[src/rtl/i2s_stx_pkg.sv]
package i2s_stx_pkg;

   // channel codes decoded by the slot gating logic
   localparam logic [2:0] CH_BOTH   = 3'd0;
   localparam logic [2:0] CH_RIGHT  = 3'd1;
   localparam logic [2:0] CH_LEFT   = 3'd2;
   localparam logic [2:0] CH_MONO_R = 3'd3;
   localparam logic [2:0] CH_MONO_L = 3'd4;

   typedef struct packed {
      logic       msb_delay;
      logic       short_ws;
      logic       right_lead;
      logic       right_align;
      logic       mono;
      logic [2:0] chan;
   } stx_frame_cfg_t;

endpackage

[src/rtl/stx_pos_ctr.sv]
module stx_pos_ctr #(
   parameter int POS_W = 6
) (
   input  logic             clk,
   input  logic             rst_n,
   input  logic             clear_i,
   input  logic             adv_i,
   output logic [POS_W-1:0] pos_o,
   output logic             at_start_o
);
   localparam logic [POS_W-1:0] LAST_POS = {POS_W{1'b1}};

   always_ff @(posedge clk or negedge rst_n) begin
      if (!rst_n)
         pos_o <= '0;
      else if (clear_i)
         pos_o <= '0;
      else if (adv_i)
         pos_o <= (pos_o == LAST_POS) ? '0 : pos_o + 1'b1;
   end

   assign at_start_o = (pos_o == '0);
endmodule

[src/rtl/stx_pack_code.sv]
module stx_pack_code #(
   parameter int SLOT_W     = 32,
   parameter int PACK_SPLIT = 16,
   parameter int WID_W      = 6
) (
   input  logic [WID_W-1:0] width_i,
   input  logic             mono_i,
   output logic [WID_W-1:0] eff_w_o,
   output logic [1:0]       pack_o
);
   localparam logic [WID_W-1:0] FULL_W = WID_W'(SLOT_W);
   logic wide;

   assign eff_w_o = (width_i == '0 || width_i > FULL_W) ? FULL_W : width_i;

   generate
      if (PACK_SPLIT >= SLOT_W) begin : g_all_narrow
         assign wide = 1'b0;
      end else begin : g_split
         localparam logic [WID_W-1:0] SPLIT_V = WID_W'(PACK_SPLIT);
         assign wide = (eff_w_o > SPLIT_V);
      end
   endgenerate

   assign pack_o = {wide, mono_i};
endmodule

[src/rtl/stx_bit_pick.sv]
module stx_bit_pick
   import i2s_stx_pkg::*;
#(
   parameter int SLOT_W = 32,
   parameter int WID_W  = 6,
   localparam int IDX_W = $clog2(SLOT_W),
   localparam int POS_W = IDX_W + 1
) (
   input  logic [2*SLOT_W-1:0] word_i,
   input  logic [POS_W-1:0]    pos_i,
   input  stx_frame_cfg_t      cfg_i,
   input  logic [WID_W-1:0]    eff_w_i,
   output logic                bit_o,
   output logic                right_o
);
   localparam logic [WID_W:0] FULL_X = (WID_W+1)'(SLOT_W);
   localparam logic [WID_W:0] LAST_X = (WID_W+1)'(SLOT_W - 1);

   logic [SLOT_W-1:0] sample;
   logic [SLOT_W-1:0] shifted;
   logic [WID_W:0]    kx, ew, idx;
   logic              gate, in_field;

   always_comb begin
      right_o = pos_i[POS_W-1] ^ cfg_i.right_lead;
      kx      = (WID_W+1)'(pos_i[IDX_W-1:0]);
      ew      = (WID_W+1)'(eff_w_i);
      sample  = (cfg_i.mono | right_o) ? word_i[SLOT_W-1:0]
                                       : word_i[2*SLOT_W-1:SLOT_W];
      if (cfg_i.mono) begin
         case (cfg_i.chan)
            CH_MONO_R: gate = right_o;
            CH_MONO_L: gate = ~right_o;
            default:   gate = 1'b1;
         endcase
      end else begin
         case (cfg_i.chan)
            CH_RIGHT: gate = right_o;
            CH_LEFT:  gate = ~right_o;
            default:  gate = 1'b1;
         endcase
      end
      if (cfg_i.right_align) begin
         in_field = (kx >= FULL_X - ew);
         idx      = LAST_X - kx;
      end else begin
         in_field = (kx < ew);
         idx      = ew - 1'b1 - kx;
      end
      shifted = sample >> idx;
      bit_o   = gate & in_field & shifted[0];
   end
endmodule

[src/rtl/i2s_slot_tx.sv]
module i2s_slot_tx
   import i2s_stx_pkg::*;
#(
   parameter int SLOT_W     = 32,
   parameter int PACK_SPLIT = 16,
   localparam int WID_W     = $clog2(SLOT_W + 1),
   localparam int WORD_W    = 2 * SLOT_W
) (
   input  logic              clk,
   input  logic              rst_n,
   input  logic              soft_clr,
   input  logic              start,
   input  logic              bclk_en,
   input  logic              cfg_msb_delay,
   input  logic              cfg_short_ws,
   input  logic              cfg_right_lead,
   input  logic              cfg_right_align,
   input  logic              cfg_mono,
   input  logic [2:0]        cfg_chan,
   input  logic [WID_W-1:0]  cfg_width,
   input  logic              cfg_stop_empty,
   input  logic              fifo_empty,
   input  logic [WORD_W-1:0] fifo_data,
   output logic              fifo_rd,
   output logic [1:0]        pack_mode,
   output logic              tx_active,
   output logic              sd,
   output logic              ws
);
   localparam int POS_W = $clog2(SLOT_W) + 1;

   generate
      if (SLOT_W < 2 || (SLOT_W & (SLOT_W - 1)) != 0) begin : g_bad_slot
         $error("SLOT_W must be a power of two of at least 2");
      end
      if (PACK_SPLIT < 1) begin : g_bad_split
         $error("PACK_SPLIT must be positive");
      end
   endgenerate

   stx_frame_cfg_t    cfg;
   logic [POS_W-1:0]  pos;
   logic              at_start, halted, running, tick_go;
   logic [WORD_W-1:0] frame_word, cur_q;
   logic [WID_W-1:0]  eff_w;
   logic              bit_now, right_now, prev_q, sd_q, ws_q;

   assign cfg = '{msb_delay: cfg_msb_delay, short_ws: cfg_short_ws,
                  right_lead: cfg_right_lead, right_align: cfg_right_align,
                  mono: cfg_mono, chan: cfg_chan};

   assign halted     = start & at_start & fifo_empty & cfg_stop_empty;
   assign running    = start & ~halted;
   assign tick_go    = bclk_en & running & ~soft_clr;
   assign fifo_rd    = tick_go & at_start & ~fifo_empty;
   assign frame_word = at_start ? (fifo_empty ? '0 : fifo_data) : cur_q;

   stx_pos_ctr #(.POS_W(POS_W)) pos_i (
      .clk(clk), .rst_n(rst_n), .clear_i(soft_clr | ~start),
      .adv_i(tick_go), .pos_o(pos), .at_start_o(at_start)
   );

   stx_pack_code #(.SLOT_W(SLOT_W), .PACK_SPLIT(PACK_SPLIT), .WID_W(WID_W)) pack_i (
      .width_i(cfg_width), .mono_i(cfg_mono), .eff_w_o(eff_w), .pack_o(pack_mode)
   );

   stx_bit_pick #(.SLOT_W(SLOT_W), .WID_W(WID_W)) pick_i (
      .word_i(frame_word), .pos_i(pos), .cfg_i(cfg), .eff_w_i(eff_w),
      .bit_o(bit_now), .right_o(right_now)
   );

   always_ff @(posedge clk or negedge rst_n) begin
      if (!rst_n) begin
         cur_q  <= '0;
         prev_q <= 1'b0;
         sd_q   <= 1'b0;
         ws_q   <= 1'b0;
      end else if (soft_clr | ~running) begin
         prev_q <= 1'b0;
         sd_q   <= 1'b0;
         ws_q   <= 1'b0;
      end else if (bclk_en) begin
         if (at_start) cur_q <= frame_word;
         prev_q <= bit_now;
         sd_q   <= cfg.msb_delay ? prev_q : bit_now;
         ws_q   <= cfg.short_ws ? at_start : right_now;
      end
   end

   assign tx_active = running;
   assign sd        = sd_q;
   assign ws        = ws_q;
endmodule

[config.mk]
export PLATFORM = sky130hd
export DESIGN_NAME = i2s_slot_tx
export DESIGN_NICKNAME = d
export VERILOG_FILES = /design/src/rtl/i2s_stx_pkg.sv /design/src/rtl/stx_pos_ctr.sv /design/src/rtl/stx_pack_code.sv /design/src/rtl/stx_bit_pick.sv /design/src/rtl/i2s_slot_tx.sv
export SDC_FILE = /design/constraint.sdc
export NUM_CORES = 1
export LEC_CHECK = 0
export ABC_AREA = 1
export BUFFER_PORTS_ARGS = -buffer_cell sky130_fd_sc_hd__clkbuf_2
export CAP_MARGIN = 20
export CELL_PAD_IN_SITES_DETAIL_PLACEMENT = 1
export CELL_PAD_IN_SITES_GLOBAL_PLACEMENT = 1
export CORE_AREA = 2 2 115 117
export DETAILED_ROUTE_END_ITERATION = 8
export DIE_AREA = 0 0 117 119
export PLACE_DENSITY_LB_ADDON = 0.2
export RECOVER_POWER = 100
export SYNTH_ARGS = -nofsm -noshare
export SYNTH_HDL_FRONTEND = slang
export SYNTH_SLANG_ARGS = --single-unit
[constraint.sdc]
create_clock -name clk -period 3.55 [get_ports clk]
set_input_delay 0.355 -clock clk [delete_from_list [all_inputs] [get_ports clk]]
set_output_delay 0.355 -clock clk [all_outputs]
set_load 0.02 [all_outputs]
## Word level (Yosys, flattened, before mapping)

Cells that the tools add are included.

| storage, ports and cells | value |
|---|---|
| output and inout port bits | 6 |
| bits of input ports | 85 |
| register bits after elaboration | 73 |

| cells by class | value |
|---|---|
| add/subtract/negate cells | 5 |
| muxes and demuxes | 20 |
| eq/ne operators | 5 |
| bitwise logic cells | 21 |
| reductions and logical operators | 6 |
| shifts and indexed selects | 1 |
| magnitude comparators | 4 |

Operator list:

| kind | number |
|---|---|
| 64-bit 2-to-1 mux | 2 |
| 32-bit 2-to-1 mux | 1 |
| 32-bit by 7-bit >> shifter with 1-bit output | 1 |
| 6-bit 2-to-1 mux | 4 |
| 6-bit logical NOT | 2 |
| 1-bit AND | 10 |
| 1-bit 2-to-1 mux | 10 |
| 5-bit by 7-bit >= comparator with 1-bit output | 1 |
| 7-bit 2-to-1 mux | 1 |
| 1-bit inverter | 7 |
| 6-bit by 1-bit subtractor with 7-bit output, second input constant | 1 |
| 6-bit by 6-bit subtractor with 7-bit output, first input constant | 1 |
| 7-bit by 5-bit subtractor with 7-bit output | 1 |
| 6-bit by 1-bit adder with 6-bit output, second input constant | 1 |
| 3-bit by 2-bit equality test with 1-bit output, second input constant | 2 |
| 6-bit equality test, second input constant | 1 |
| 6-bit by 5-bit > comparator with 1-bit output, second input constant | 1 |
| 6-bit > comparator, second input constant | 1 |
| 5-bit by 6-bit less-than comparator with 1-bit output | 1 |
| 5-bit by 5-bit subtractor with 6-bit output, first input constant | 1 |
| 1-bit one-hot mux with 2 select lines | 2 |
| 2-bit nonzero test | 2 |
| 3-bit by 1-bit equality test with 1-bit output, second input constant | 1 |
| 3-bit equality test, second input constant | 1 |
| other kinds (4) | 6 |

## Logic depth before layout (Yosys ltp)

| logic depth | value |
|---|---|
| depth after elaboration | 11 |
| depth in mapped cells | 26 |
| mapped depth without buffers | 26 |

## Hierarchy

From an unflattened synthesis, not the netlist that was laid out.

| unflattened totals | value |
|---|---|
| cell total of the unflattened synthesis | 962 |
| area total of the unflattened synthesis | 5974.5 um2 |

Modules (own cells, without submodules):

| module | times used | sequential area each (um2) | area an instance (um2) | cells an instance |
|---|---|---|---|---|
| i2s_slot_tx | 1 | 1676.6 | 3973.8 | 587 |
| stx_bit_pick | 1 | 0.0 | 1507.7 | 297 |
| stx_pos_ctr | 1 | 150.1 | 374.1 | 50 |
| stx_pack_code | 1 | 0.0 | 118.9 | 28 |

## Worst setup path before layout

OpenSTA, ideal clock, no wires.

| path | value |
|---|---|
| kind | input to register |
| from | in cfg_width[1] |
| to | reg sd_q, in the netlist sd |
| data required time | 3.434 ns |
| stages on the path | 21 |
| data arrival time | 2.634 ns |
| setup time | 0.116 ns |
| buffers on the path | 0 |
| path slack | 0.800 ns |
| cells stage by stage | nor2_1 -> nand2_1 -> inv_1 -> nand2_1 -> nand2_1 -> inv_1 -> nor2_1 -> nor2_1 -> ha_1 -> fa_1 -> nand2_1 -> o21ai_1 -> inv_1 -> nand3_1 -> nand3_1 -> nand3_1 -> nand3_1 -> nand3_1 -> nand2_1 -> nand2_1 -> nand2_1 |

| between the ends | value |
|---|---|
| word-level cells in the longest chain between the ends | 11 |
| elaborated cells on any way between the ends | 17 |

Ends and longest elaborated chain:

| item | RTL line | RTL |
|---|---|---|
| start: declaration | i2s_slot_tx.sv:20 | `input logic [WID_W-1:0] cfg_width,` |
| 6-bit > comparator / 6-bit logical NOT (equally long branches) | stx_pack_code.sv:14 | `assign eff_w_o = (width_i == '0 \|\| width_i > FULL_W) ? FULL_W : width_i;` |
| 1-bit logical OR | stx_pack_code.sv:14 |  |
| 6-bit 2-to-1 mux (*) | stx_pack_code.sv:14 |  |
| 6-bit by 1-bit subtractor with 7-bit output / 6-bit by 6-bit subtractor with 7-bit output (equally long branches) | stx_bit_pick.sv:48, stx_bit_pick.sv:44 |  |
| 7-bit by 5-bit subtractor with 7-bit output / 5-bit by 7-bit >= comparator with 1-bit output (equally long branches) | stx_bit_pick.sv:48, stx_bit_pick.sv:44 |  |
| 7-bit 2-to-1 mux / 1-bit 2-to-1 mux (equally long branches) | stx_bit_pick.sv:43 | `if (cfg_i.right_align) begin` |
| 32-bit by 7-bit >> shifter with 1-bit output / 1-bit AND (equally long branches) | stx_bit_pick.sv:50, stx_bit_pick.sv:51 |  |
| 1-bit AND (*) | stx_bit_pick.sv:51 | `bit_o = gate & in_field & shifted[0];` |
| 1-bit 2-to-1 mux (*) | i2s_slot_tx.sv:85 | `sd_q <= cfg.msb_delay ? prev_q : bit_now;` |
| 1-bit 2-to-1 mux (*) | i2s_slot_tx.sv:82 | `end else if (bclk_en) begin` |
| 1-bit 2-to-1 mux (*) | i2s_slot_tx.sv:78 | `end else if (soft_clr \| ~running) begin` |
| end signal: assignment | i2s_slot_tx.sv:85 |  |
| end: declaration | i2s_slot_tx.sv:46 | `logic bit_now, right_now, prev_q, sd_q, ws_q;` |

Every way passes the cells marked *; elsewhere a longest branch is shown, timed or not. The select of a mux whose other input is x is not followed.
A chain may end at the register's enable or synchronous reset.

## Worst setup path after layout

| path | value |
|---|---|
| from | reg pos_i.pos_o[1] |
| to | out fifo_rd |

| between the ends | value |
|---|---|
| word-level cells in the longest chain between the ends | 10 |

Ends and longest elaborated chain:

| item | RTL line | RTL |
|---|---|---|
| start: declaration | stx_pos_ctr.sv:8 | `output logic [POS_W-1:0] pos_o,` |
| start signal: assignment | stx_pos_ctr.sv:19 | `pos_o <= (pos_o == LAST_POS) ? '0 : pos_o + 1'b1;` |
| 6-bit logical NOT (*) | stx_pos_ctr.sv:22 | `assign at_start_o = (pos_o == '0);` |
| 1-bit AND (3 in series) | i2s_slot_tx.sv:52 | `assign halted = start & at_start & fifo_empty & cfg_stop_empty;` |
| 1-bit inverter | i2s_slot_tx.sv:53 | `assign running = start & ~halted;` |
| 1-bit AND | i2s_slot_tx.sv:53 |  |
| 1-bit AND (2 in series) | i2s_slot_tx.sv:54 | `assign tick_go = bclk_en & running & ~soft_clr;` |
| 1-bit AND (*) (2 in series) | i2s_slot_tx.sv:55 | `assign fifo_rd = tick_go & at_start & ~fifo_empty;` |
| end: declaration | i2s_slot_tx.sv:24 | `output logic fifo_rd,` |

Every way passes the cells marked *; elsewhere a longest branch is shown, timed or not.

==> results.md <==
- Initial Utilization: 41.7%
- Detailed Route Iter0 Violations: 350
- Clock Path Buffers: 2
- Layout cells sized above 1: 14.2%
- Critical-path maximum fanout: 11
- Clk_lat worst skew: 0.35 ns
- Port bufs: 90
- Dominant cells by area after synthesis: dfrtp_1 34%, nand2_1 18%, nand3_1 13%
- CP required: 3.19 ns
- Worst VDD drop: 0.252 mV
- Util after Layout: 47.9%
- Clock slew seen by the registers of the worst setup and hold paths: 0.06 ns
- Internal reg-to-reg setup slack: 0.62 ns
- Largest stage delay, worst path: 0.50 ns
- RR Endpoint: cur_q[56]
- Actual slew at the worst max-slew pin: 1.97 ns
- Share of the synthesized area in the top cell type: 34.0%
- Commonest non-fill, non-tap cell in the layout: nand2_1
- HP Class: input pin to flop
- GRT Util Overall: 25.4%
- Critical Path Start Type: flop
- #FFs+latches synth: 73
- Core ar.: 12900 um^2
- Mapped cell area: 5370 um^2
- IO Pins: 91
- Clock skew: 0.00661 ns
- DIE AREA: 13900 um^2
- Critical path class: flop to output port
- DR pass1 iterations: 4
- MaxCap Viol Count: 1
- Initial antenna violation count: 0
- Synth Warn #: 0
- Fin. Hold Viols: 0
- Die width: 117 um
- Setup crit end kind: output port
- Drt wl/cell: 16.2 um
- Sequential area share after synthesis: 34.0%
- RSZ-0062 raised after global routing: no
- Number of antenna diodes: 0
- EDFF count, synth: 0
- Num CTS Buffers: 9
- Most frequent cells in the layout: 263 x nand2_1, 136 x nand3_1, 90 x inv_1
- Crit path cell chain: inv_1 > ha_1 > nand3_1 > inv_1 > nand3_1 > inv_1 > nor2_1 > clkinv_1 > nor2_1 > nand2_4 > nor2_1 > clkbuf_2
- R2R Path Start: pos_i.pos_o[1]
- Setup TNS: 0 ns
- Violated checks: capacitance limit, slew limit
- Slew Viols, Final: 74
- Syn Nets: 917
- Status: finished, violations left
- CTS sink cnt: 73
- Worst path bufs/invs: 5
- WP depth: 12
- First-pass GRT wire length: 28.1 mm
- Total grt overflow: 0
- Async SR Flop Fraction: 100%
- Cell family contributing the most delay on the critical path: simple AND/OR/NAND/NOR gates
- Vias/cell: 5.25
- Core Rows: 42
- # Post-CTS Setup Buffers: 0
- Top FF cell, synth: dfrtp_1
- H-tree depth: 3
- Average size of a mapped cell: 6.61 um^2
- Net count, final: 980
- Final Cycle Share: 85.0%
- Crit path DAT: 2.66 ns
- Fmax: 0.331 GHz
- Critical path destination: fifo_rd
- Die Y: 119 um
- Largest net degree at the start of global routing: 129
- CTS Root Cell: clkbuf_16
- Wirelength, routed: 17.1 mm
- GPL Wtd Cong: 0.886
- CP startpoint: pos_i.pos_o[1]
- Relative slew slack: -31.4%
- Hold_buf cts: 0
- Post-CTS sizing: 0
- Lkg Pwr: 3.19 nW
- Post-synthesis cell type count: 38
- Vias: 5546
- Antenna violation net count after detailed routing: 0
- Clock period minus worst slack: 3.02 ns
- Worst path slowest cell: dfrtp_1
- CTS tree: done
- Vias in the first global route: 5823
- Dominant cell type by area after synthesis: dfrtp_1
- Final setup violation count: 0
- Worst r2r path cells: 14
- Pwr Density: 458 nW/um^2
- Mapped Cells: 813
- Layout area overhead: 14.7%
- FILL cells: 1746
- DRC: 0
- DP Wirelength: 11.7 mm
==> per-layer routing <==
layer | global-route usage (%) | part of all wire, %
met3 | 3.00 | 3.2
met5 | 0 | 0
met2 | 44.4 | 50
met4 | 7.72 | 1.2
met1 | 32.6 | 46
==> per-stage QoR <==
stage / setup slack (ns) / instance area (um^2) / hold slack (ns) / total power [mW] / cells
after floorplan: 0.800 / 5370 / 0.0594 / 1.54 / 813
after global placement: 0.597 / 5830 / 0.466 / 1.71 / 1040
after global routing: 0.253 / 6160 / 0.284 / 2.99 / 1056
final: 0.532 / 6160 / 0.252 / 2.82 / 1056
after detailed placement: 0.400 / 5830 / 0.472 / 1.76 / 1040
after CTS: 0.541 / 6180 / 0.255 / 2.85 / 1055
==> how the worst min path moves through the flow <==
stage / startpoint / end / cells past startpoint
after floorplan: rst_n / cur_q[0] / 0
after global placement: cur_q[40] / cur_q[40] / 2
after detailed placement: cur_q[7] / cur_q[7] / 2
after CTS: fifo_data[29] / cur_q[29] / 3
after global routing: fifo_data[60] / cur_q[60] / 3
final: soft_clr / pos_i.pos_o[2] / 4
==> synth_stat cells (2+ instances only) <==
cell,number
a21oi_1,9
a31oi_1,4
buf_2,28
buf_4,10
buf_6,4
clkbuf_1,5
dfrtp_1,73
ha_1,18
inv_1,87
inv_2,8
nand2_1,264
nand2_2,2
nand3_1,135
nand4_1,6
nor2_1,47
nor2_4,2
nor3_1,2
nor4_1,2
o21ai_0,67
o21ai_1,7
o31ai_1,9
o31ai_2,7
xor2_1,2
==> cell type report <==
cell class	instances	area [um^2]	share of cell area, %
Multi-Input combinational cell	597	2880	46.7
Sequential cell	73	1830	29.7
Timing Repair Buffer	100	536	8.69
Inverter	95	357	5.79
Clock buffer	10	239	3.88
Tap cell	176	220	3.57
Clock inverter	5	104	1.69
==> kinds of logic after synthesis <==
family                   after synthesis  share of synthesized area, %
adder cells (fa/ha/maj)               19                          4.57
buffers and inverters                143                          11.9
flip-flops                            73                          34.0
AND/OR/NAND/NOR                      467                          37.2
AO/OA/AOI/OAI                        108                          11.9
XOR/XNOR                               3                         0.489
==> power breakdown <==
| part | internal (mW) | leakage (nW) | switching (mW) | total, mW |
|---|---|---|---|---|
| Sequential | 0.976 | 0.966 | 0.0795 | 1.06 |
| Clock | 0.702 | 0.169 | 0.384 | 1.09 |
| Combinational | 0.247 | 2.05 | 0.436 | 0.682 |
| Total | 1.92 | 3.19 | 0.900 | 2.82 |
==> registers in the layout, summed over array words and instances, names as in the netlist <==
name         flops
cur_q           64
ws               1
prev_q           1
pos_i.pos_o      6
sd               1
==> worst register-to-register path, delay by kind of cell, from the launching register on <==
family | cells | cell delay, ns
AOI/OAI and AO/OA | 1 | 0.10
buffers and inverters | 6 | 1.05
DFF | 1 | 0.50
and+or+nand+nor | 6 | 0.92
adders and majority gates | 1 | 0.22
No activity file was read; power rests on OpenSTA's default activity.
